File: src/rtl/grp_intc.sv
module grp_intc #(
  parameter int W = 16
) (
  input  logic            clk,
  input  logic            rst_n,
  input  logic [4*W-1:0]  src_i,
  input  logic            wr_en,
  input  logic [4:0]      addr,
  input  logic [W-1:0]    wdata,
  output logic [W-1:0]    rdata,
  output logic            irq_o,
  output logic            nmi_o
);
  localparam int NG    = 4;
  localparam int N     = NG * W;
  localparam int LPC_G = 1;
  localparam int NMI_G = NG - 1;
  localparam int IRQ_N = NMI_G * W;

  logic [N-1:0]  mask_q, trig_q, pol_q, lat_q;
  logic [N-1:0]  s1_q, s2_q, s2p_q;
  logic [N-1:0]  cond, rise, fall, edg, clr, pend, act;
  logic [NG-1:0] summary;
  logic [1:0]    kind, grp;

  assign kind = addr[3:2];
  assign grp  = addr[1:0];

  assign cond = ~(s2_q ^ pol_q);
  assign rise = s2_q & ~s2p_q;
  assign fall = ~s2_q & s2p_q;
  assign edg  = trig_q & ((pol_q & rise) | (~pol_q & fall));
  assign pend = (trig_q & lat_q) | (~trig_q & cond);
  assign act  = pend & ~mask_q;

  always_comb begin
    clr = '0;
    if (wr_en && !addr[4] && kind == 2'd3) begin
      clr[int'(grp)*W +: W] = wdata;
      if (int'(grp) == LPC_G && wdata == '0)
        clr[LPC_G*W +: W] = '1;
    end
  end

  always_ff @(posedge clk) begin
    if (!rst_n) begin
      s1_q  <= '0;
      s2_q  <= '0;
      s2p_q <= '0;
      lat_q <= '0;
    end else begin
      s1_q  <= src_i;
      s2_q  <= s1_q;
      s2p_q <= s2_q;
      lat_q <= (lat_q & ~clr) | edg;
    end
  end

  always_ff @(posedge clk) begin
    if (!rst_n) begin
      mask_q <= '1;
      trig_q <= '0;
      pol_q  <= '0;
    end else if (wr_en && !addr[4]) begin
      case (kind)
        2'd0: mask_q[int'(grp)*W +: W] <= wdata;
        2'd1: trig_q[int'(grp)*W +: W] <= wdata;
        2'd2: pol_q[int'(grp)*W +: W]  <= wdata;
        default: ;
      endcase
    end
  end

  for (genvar g = 0; g < NG; g++) begin : g_sum
    assign summary[g] = |act[g*W +: W];
  end

  assign irq_o = |summary[NMI_G-1:0];
  assign nmi_o = summary[NMI_G];

  always_comb begin
    rdata = '0;
    if (addr[4]) rdata[NG-1:0] = summary;
    else begin
      case (kind)
        2'd0:    rdata = mask_q[int'(grp)*W +: W];
        2'd1:    rdata = trig_q[int'(grp)*W +: W];
        2'd2:    rdata = pol_q[int'(grp)*W +: W];
        default: rdata = act[int'(grp)*W +: W];
      endcase
    end
  end

  // a latched edge request holds until explicitly cleared
  p_latch_holds_r5: assert property (@(posedge clk) disable iff (!rst_n)
    1'b1 |=> (($past(lat_q) & ~$past(clr) & ~lat_q) == '0));

  // latched bits appear only where a qualifying edge was seen
  p_latch_needs_edge_r6: assert property (@(posedge clk) disable iff (!rst_n)
    1'b1 |=> ((lat_q & ~$past(lat_q) & ~$past(edg)) == '0));

  // a zero write to the LPC request register empties its latches
  p_lpc_zero_clear_r8: assert property (@(posedge clk) disable iff (!rst_n)
    (wr_en && addr == 5'd13 && wdata == '0)
      |=> ((lat_q[LPC_G*W +: W] & ~$past(edg[LPC_G*W +: W])) == '0));

  // fully masked groups cannot raise the outputs
  p_irq_masked_r10: assert property (@(posedge clk) disable iff (!rst_n)
    (&mask_q[IRQ_N-1:0]) |-> !irq_o);

  p_nmi_masked_r2: assert property (@(posedge clk) disable iff (!rst_n)
    (&mask_q[NMI_G*W +: W]) |-> !nmi_o);
endmodule

File: config.mk
export PLATFORM = sky130hd
export DESIGN_NAME = grp_intc
export DESIGN_NICKNAME = d
export VERILOG_FILES = /design/src/rtl/grp_intc.sv
export SDC_FILE = /design/constraint.sdc
export NUM_CORES = 1
export LEC_CHECK = 0
export ABC_AREA = 0
export BUFFER_PORTS_ARGS = -buffer_cell sky130_fd_sc_hd__buf_2
export CAP_MARGIN = 30
export CORE_MARGIN = 2
export CORE_UTILIZATION = 55
export DETAILED_ROUTE_END_ITERATION = 10
export GPL_TIMING_DRIVEN = 0
export PLACE_DENSITY = 0.83
export SKIP_CTS_REPAIR_TIMING = 1
export SLEW_MARGIN = 30
export SYNTH_ARGS = -nofsm -noshare
export SYNTH_HDL_FRONTEND = slang
export SYNTH_SLANG_ARGS = --single-unit
File: constraint.sdc
create_clock -name clk -period 6.6 [get_ports clk]
set_input_delay 0.66 -clock clk [delete_from_list [all_inputs] [get_ports clk]]
set_output_delay 0.66 -clock clk [all_outputs]
set_load 0.03 [all_outputs]
-- Word level (Yosys, flattened, before mapping)
Index checks and enable logic that the tools add are counted.
- muxes and demuxes: 8
- shift-type cells: 6
- bitwise operators: 21
- equality and inequality tests: 4
- $add $sub $neg: 1
- reduce and logical (&&, ||, !) cells: 14
- operators with widths (operator ; number):
    bitwise AND 64 bit ; 10
    NOT 64 bit ; 7
    indexed part select 64 x 7 -> 16 bit ; 4
    bitwise mux 64 bit ; 3
    OR 64 bit ; 3
    two-way mux 64 bit ; 1
    OR reduction 16 bit ; 4
    variable shift 16 x 33 -> 64 bit (first input constant) ; 1
    indexed part select 16 x 33 -> 64 bit ; 1
    bitwise XOR 64 bit ; 1
    case mux 16 bit (3 select lines) ; 1
    OR reduction 48 bit ; 1
    negation 6 -> 33 bit ; 1
    zero test 16 bit ; 1
    two-way mux 16 bit ; 1
    two-way mux 12 bit ; 1
    == test 2 bit (second input constant) ; 3
    AND reduction 2 bit ; 3
    two-way mux 4 bit ; 1
    logical AND 1 bit ; 3
    == test 2 x 1 -> 1 bit (second input constant) ; 1
    zero test 2 bit ; 1
    zero test 1 bit ; 1
- bits of input ports: 88
- bits in registers: 448
- output and inout port bits: 18
- logic and storage cells: 61

-- Depth between registers and ports, before layout
Gate-level depths: netlist (run 1).
- depth in word-level cells: 8
- mapped depth: 11
- gate-level depth less buffers: 7

-- Least setup slack after synthesis (run 1)
OpenSTA, ideal clock, no wires.
- kind: input to output
- start point: in addr[0]
- end point: out rdata[1]
- arrival: 2.422 ns
- stages: 8
- data required time: 5.940 ns
- buffers on the path: 3
- slack: 3.518 ns
- cells stage by stage: buf_2 > inv_2 > buf_4 > buf_2 > o221ai_1 > a21oi_1 > nor2_1 > a221oi_1
- longest elaborated chain between the ends: 3
- elaborated cells on any way between the ends: 6
- classes of those cells: shift (4); mux (2)
- ends and longest elaborated chain (item ; RTL line ; text):
    start: declaration ; 8 ; input logic [4:0] addr,
    indexed part select 64 x 7 -> 16 bit, on equally long branches ; - ;
    case mux 16 bit (3 select lines) * ; 85 ; case (kind)
    two-way mux 4 bit * ; 83 ; if (addr[4]) rdata[NG-1:0] = summary;
    end: declaration ; 10 ; output logic [W-1:0] rdata,
Every way passes the cells marked *; elsewhere a longest branch is shown, timed or not.

-- Worst setup path in the final report (run 1)
- start point: in addr[0]
- end point: out rdata[8]
- longest elaborated chain between the ends: 3
- elaborated cells on any way between the ends: 6
- classes of those cells: shift (4); mux (2)
- ends and longest elaborated chain (item ; RTL line):
    indexed part select 64 x 7 -> 16 bit, on equally long branches ; -
    case mux 16 bit (3 select lines) * ; 85
    two-way mux 12 bit * ; 83
Marks and branches as above.

==> impl_metrics.yaml, run 1 <==
place:
  dp_hpwl_mm: 51.8
  placed_cell_area_sq_um: 21200
  place_congestion: 1.02
  portBuffers: 88
  dp.cells: 2890
routing:
  first_pass_iters: 5
  viasPerCell: 6.34
  routed_wl_mm: 73.0
  drtIter0Drc: 2339
  ant_nets: 0
  post_drt_wl_per_cell_um: 24.5
  vias: 18900
  drc: 0
worst_setup_path:
  cp.required_ns: 5.94
  crit_chain: "buf_2, buf_2, inv_2, buf_4, clkbuf_1, o211ai_1, a221oi_1, nor3_1, buf_2"
  end_kind: "primary output"
  critPathBufInv: 6
  cp_max_fo: 12
  crit_top_cell: "buf_2"
  crit_family: "buffers and inverters"
  worstSetupStartpointType: "input pin"
  critPathArrivalTime_ns: 3.68
  cpMaxStageDelayCell: "clkbuf_1"
  slowest_delay_ns: 0.77
  path_class: "input pin to primary output"
logic_synthesis:
  synth_area_per_cell_sq_um: 8.64
  ys_seq_area_share_pct: 44.5
  synth_common_cells: "448 x dfxtp_1, 415 x nand2_1, 291 x and2_1"
  synthMostInstantiatedCell: "dfxtp_1"
  syn_inst: 2333
  yosysWarnings: 0
  synth_top_area_share_pct: 44.5
  syn-num-nets: 2427
  synth.ff_latch_count: 448
  yosys-top-cells-area: "dfxtp_1 44%, and2_1 9.0%, nand2_1 7.7%"
  yosys.area.top_type: "dfxtp_1"
  ys_types: 66
  synth-main-ff-cell: "dfxtp_1"
  async_flop_share_pct: 0
  netlist_area_sq_um: 20200
  synth_enable_flop_cells: 0
floorplanning:
  die_w_um: 195
  fp-row-count: 70
  core-area_sq_um: 36300
  initial_core_util_pct: 55.5
  pin_count: 106
  die-area_sq_um: 38200
  fp.dieH_um: 195
timing:
  post-route-period-util_pct: 65.7
  worst_pin_slew_ns: 1.13
  slew_viol_final: 0
  setup_viol: 0
  fmax_ghz: 0.230
  period_minus_slack_ns: 4.34
  hold_viol: 0
  setup_tns_ns: 0
  fin_worst_skew_ns: 0.0192
  rsz0062_at_grt: "false"
  slew_headroom_pct: 24.5
power_and_ir_drop:
  clkPwrFrac_pct: 44.5
  peakVddDrop_uv: 214
  leakage_nw: 8.83
  comb_power_share_pct: 8.7
  p_int_mw: 4.45
  switching_power_mw: 1.52
  p_per_area_nw_per_um2: 262
  p_seq_share_pct: 46.8
  switching_share_pct: 25.4
cts:
  worst_skew_pair.late_latency_ns: 0.61
  htree_levels: 2
  clk_pin_slew_ns: 0.06
  clkSinkCount: 448
  cts-root-buf: "clkbuf_16"
  cts_tree: "yes"
  cts_buffer_depth: 3
  numCtsBuffers: 47
worst_hold_path:
  worstHoldPathType: "input pin to flop"
global_routing:
  grt_usage_pct: 37.5
  grt_antenna_before_repair: 3
  overflow: 0
  grt_pass1_vias: 17800
  grt_max_degree: 14
  grt_pass1_wl_mm: 107
layout:
  final_nets: 2565
  instances_no_fill: 2975
  register_area_sq_um: 8970
  multiInputGateArea_sq_um: 10400
  utilization_pct: 62.6
  drive_gt1_share_pct: 9.46
  synthToLayoutAreaGrowth_pct: 12.8
  fill_cells: 3067
  stdcell_area_sq_um: 22700
outcome:
  outcome: "complete, no violations"
run:
  drv_cap: 0
stage by stage:
step	power [mW]	hold slack [ns]	setup slack, ns
6_report	5.97	0.255	2.26
3_3_place_gp	3.34	0.413	2.42
2_1_floorplan	3.13	0.412	3.52
3_5_place_dp	3.35	0.418	2.39
4_1_cts	5.94	0.253	2.53
5_1_grt	6.10	0.250	2.41
logic make-up after synthesis:
group,Yosys count,synth area share [%]
AO/OA/AOI/OAI,595,20.1
flip-flops,448,44.5
XOR/XNOR,64,2.78
buffers and inverters,172,3.75
multiplexers,73,3.98
AND/OR/NAND/NOR,975,24.5
adder cells (fa/ha/maj),6,0.372
registers in the layout, summed over array words and instances (netlist names):
| register | flops |
|---|---|
| trig_q | 64 |
| lat_q | 64 |
| pol_q | 64 |
| s1_q | 64 |
| s2_q | 64 |
| s2p_q | 64 |
| mask_q | 64 |
final timing paths:
| check | from | endpoint | slack [ns] | depth (start not counted) |
|---|---|---|---|---|
| setup / recovery | addr[0] | rdata[8] | 2.26 | 9 |
| hold / removal | src_i[51] | s1_q[51] | 0.26 | 2 |
| setup reg to reg | pol_q[22] | lat_q[22] | 5.48 | 4 |
| hold reg to reg | s1_q[30] | s2_q[30] | 0.43 | 1 |
worst reg2reg max path: stages, from the launching register on:
cell,delay [ns]
dfxtp_1,0.47
nand2_1,0.08
o21ai_0,0.26
nand2_1,0.09
a21boi_1,0.15
per-layer routing:
metal | vias up | track usage, % | part of all wire (%) | routed length, um
li1 | 8446 | - | - | -
met1 | 8847 | 47.3 | 39 | 28100
met2 | 1254 | 58.1 | 44 | 31800
met3 | 305 | 8.15 | 11 | 7950
met4 | 0 | 24.7 | 7.0 | 5140
met5 | - | 0 | 0 | 0
layout make-up:
cell class,count,area share (%)
multi-input cells,1713,45.9
flip-flops and latches,448,39.4
clock buffers,73,6.31
plain buffers,164,3.21
well taps,468,2.57
repair buffers,89,1.97
clock inverters,11,0.468
inverters,8,0.132
diodes,1,0.0110
layout by cell type, fill, tap and decap left out, types with 10 or more instances in the layout:
cell,n
clkbuf_8,14
a221oi_1,19
a22oi_1,31
dfxtp_1,448
a211oi_1,11
buf_4,12
clkbuf_1,116
a32oi_1,48
nand3b_1,62
a21boi_1,36
xor2_1,62
a21boi_0,16
and2_1,291
nand2_1,415
nor2_1,79
nand3_1,22
o31a_1,45
o31ai_1,18
nor2b_1,49
a21o_1,11
mux2i_1,52
o21ai_0,149
o211ai_1,57
clkbuf_16,48
mux2_1,14
o221ai_1,25
buf_2,125
o21ai_1,69
or3_1,10
a21oi_1,33
power groups by stage:
stage                     logic, mW  clock network, mW  registers (mW)
after floorplan               0.287                  0            2.84
after global placement        0.491                  0            2.85
after detailed placement      0.496                  0            2.85
after CTS                     0.499               2.65            2.79
after global routing          0.535               2.76            2.80
final                         0.519               2.65            2.79
Note: power is estimated with default switching activity, not from simulation.
==> inputs of run 2 (changes only) <==
Settings changed: PLACE_DENSITY 0.83 to 0.86.
Clock period 6.6 ns to 3.7 ns, I/O delays scaled along.
==> impl_metrics.yaml, run 2 (same netlist as run 1, synthesis figures left out) <==
timing:
  hold_ws_ns: -0.0205
  worst_pin_slew_ns: 1.15
  rsz0062_at_grt: "false"
  setup_viol: 1
  post-route-period-util_pct: 100
  fin_worst_skew_ns: 0.0169
  setup_tns_ns: -0.00700
  period_minus_slack_ns: 3.71
  fmax_ghz: 0.270
  hold_viol: 16
  slew_viol_final: 0
  slew_headroom_pct: 23.0
  fin_ws_ns: -0.00700
place:
  dp_hpwl_mm: 52.3
  placed_cell_area_sq_um: 21200
  place_congestion: 0.986
  portBuffers: 88
routing:
  routed_wl_mm: 75.5
  drtIter0Drc: 2389
  first_pass_iters: 9
  ant_nets: 0
  post_drt_wl_per_cell_um: 25.1
  viasPerCell: 6.32
  vias: 19000
  drc: 0
worst_hold_path:
  worstHoldPathType: "input pin to flop"
global_routing:
  overflow: 0
  grt_usage_pct: 38.6
  grt_pass1_wl_mm: 109
  grt_pass1_vias: 18100
  grt_antenna_before_repair: 1
  grt_max_degree: 15
cts:
  htree_levels: 2
  clkSinkCount: 448
  numCtsBuffers: 46
  cts_tree: "yes"
  cts_buffer_depth: 3
  worst_skew_pair.late_latency_ns: 0.60
  clk_pin_slew_ns: 0.06
  cts-root-buf: "clkbuf_16"
outcome:
  outcome: "finished, violations left"
  violations: "hold timing, setup timing"
floorplanning:
  fp-row-count: 70
  fp.dieH_um: 195
  core-area_sq_um: 36300
  die_w_um: 195
  initial_core_util_pct: 55.5
  die-area_sq_um: 38200
  pin_count: 106
layout:
  final_nets: 2601
  antenna_cells: 0
  final_cell_mix: "448 x dfxtp_1, 415 x nand2_1, 291 x and2_1, 149 x o21ai_0, 125 x buf_2"
  stdcell_area_sq_um: 23100
  layout_commonest_cell: "dfxtp_1"
  utilization_pct: 63.6
  drive_gt1_share_pct: 9.29
  fill_cells: 3014
  synthToLayoutAreaGrowth_pct: 14.6
worst_setup_path:
  path_class: "flop to primary output"
  cp_max_fo: 4
  end_kind: "primary output"
  cp.required_ns: 3.33
  critPathArrivalTime_ns: 3.34
  worstSetupStartpointType: "flop"
run:
  drv_cap: 0
power_and_ir_drop:
  p_per_area_nw_per_um2: 465
  peakVddDrop_uv: 369
  leakage_nw: 8.99
  total_power_mw: 10.8
-- run 2: changes by cell type in the layout (fill, tap and decap cells not counted), sizes merged --
cell         previous run  this run
inv                    10         9
bufinv                  1         5
clkbuf                181       172
buf                   145       144
diode                   1         0
clkinv                  5         8
dlygate4sd3             0        38
-- run 2: critical path: stages (launching register included) --
cell	delay, ns
dfxtp_1	0.48
xor2_1	0.12
o31ai_1	0.54
mux2i_1	0.20
mux4_2	0.48
a211oi_1	0.59
buf_2	0.32
-- run 2: cell type report --
type / count / area (sq um) / share of cell area [%]
inverters: 8 / 30.0 / 0.130
multi-input cells: 1713 / 10400 / 45.2
plain buffers: 164 / 732 / 3.17
clock inverters: 17 / 225 / 0.975
repair buffers: 126 / 821 / 3.55
clock buffers: 64 / 1310 / 5.67
well taps: 468 / 586 / 2.53
flip-flops and latches: 448 / 8970 / 38.8
-- run 2: path summary, 6_finish.rpt --
check | from | endpoint | slack (ns) | depth (start not counted)
setup / recovery | s2_q[63] | rdata[15] | -0.007 | 6
hold / removal | src_i[61] | s1_q[61] | -0.02 | 2
setup reg to reg | pol_q[6] | lat_q[6] | 2.58 | 5
hold reg to reg | s1_q[59] | s2_q[59] | 0.43 | 1
-- run 2: metal layers --
metal / wire length [um] / global-route usage (%)
met4: 5630 / 26.9
met2: 33400 / 60.4
met3: 7570 / 8.84
met5: 0 / 0
met1: 28800 / 47.2
-- run 2: power breakdown --
group | internal (mW) | switching (mW) | total [mW]
Sequential | 4.92 | 0.0655 | 4.99
Combinational | 0.307 | 0.661 | 0.969
Clock | 2.82 | 1.98 | 4.80
Total | 8.04 | 2.71 | 10.8
-- run 2: metrics by stage --
| stage | hold WS (ns) | setup slack [ns] | instances |
|---|---|---|---|
| 2_1_floorplan | 0.412 | 1.20 | 2333 |
| 3_3_place_gp | 0.413 | -0.255 | 2889 |
| 3_5_place_dp | 0.419 | -0.301 | 2889 |
| 4_1_cts | -0.0354 | 0.0733 | 2970 |
| 5_1_grt | 0.000907 | 0.104 | 3008 |
| 6_report | -0.0205 | -0.00700 | 3008 |
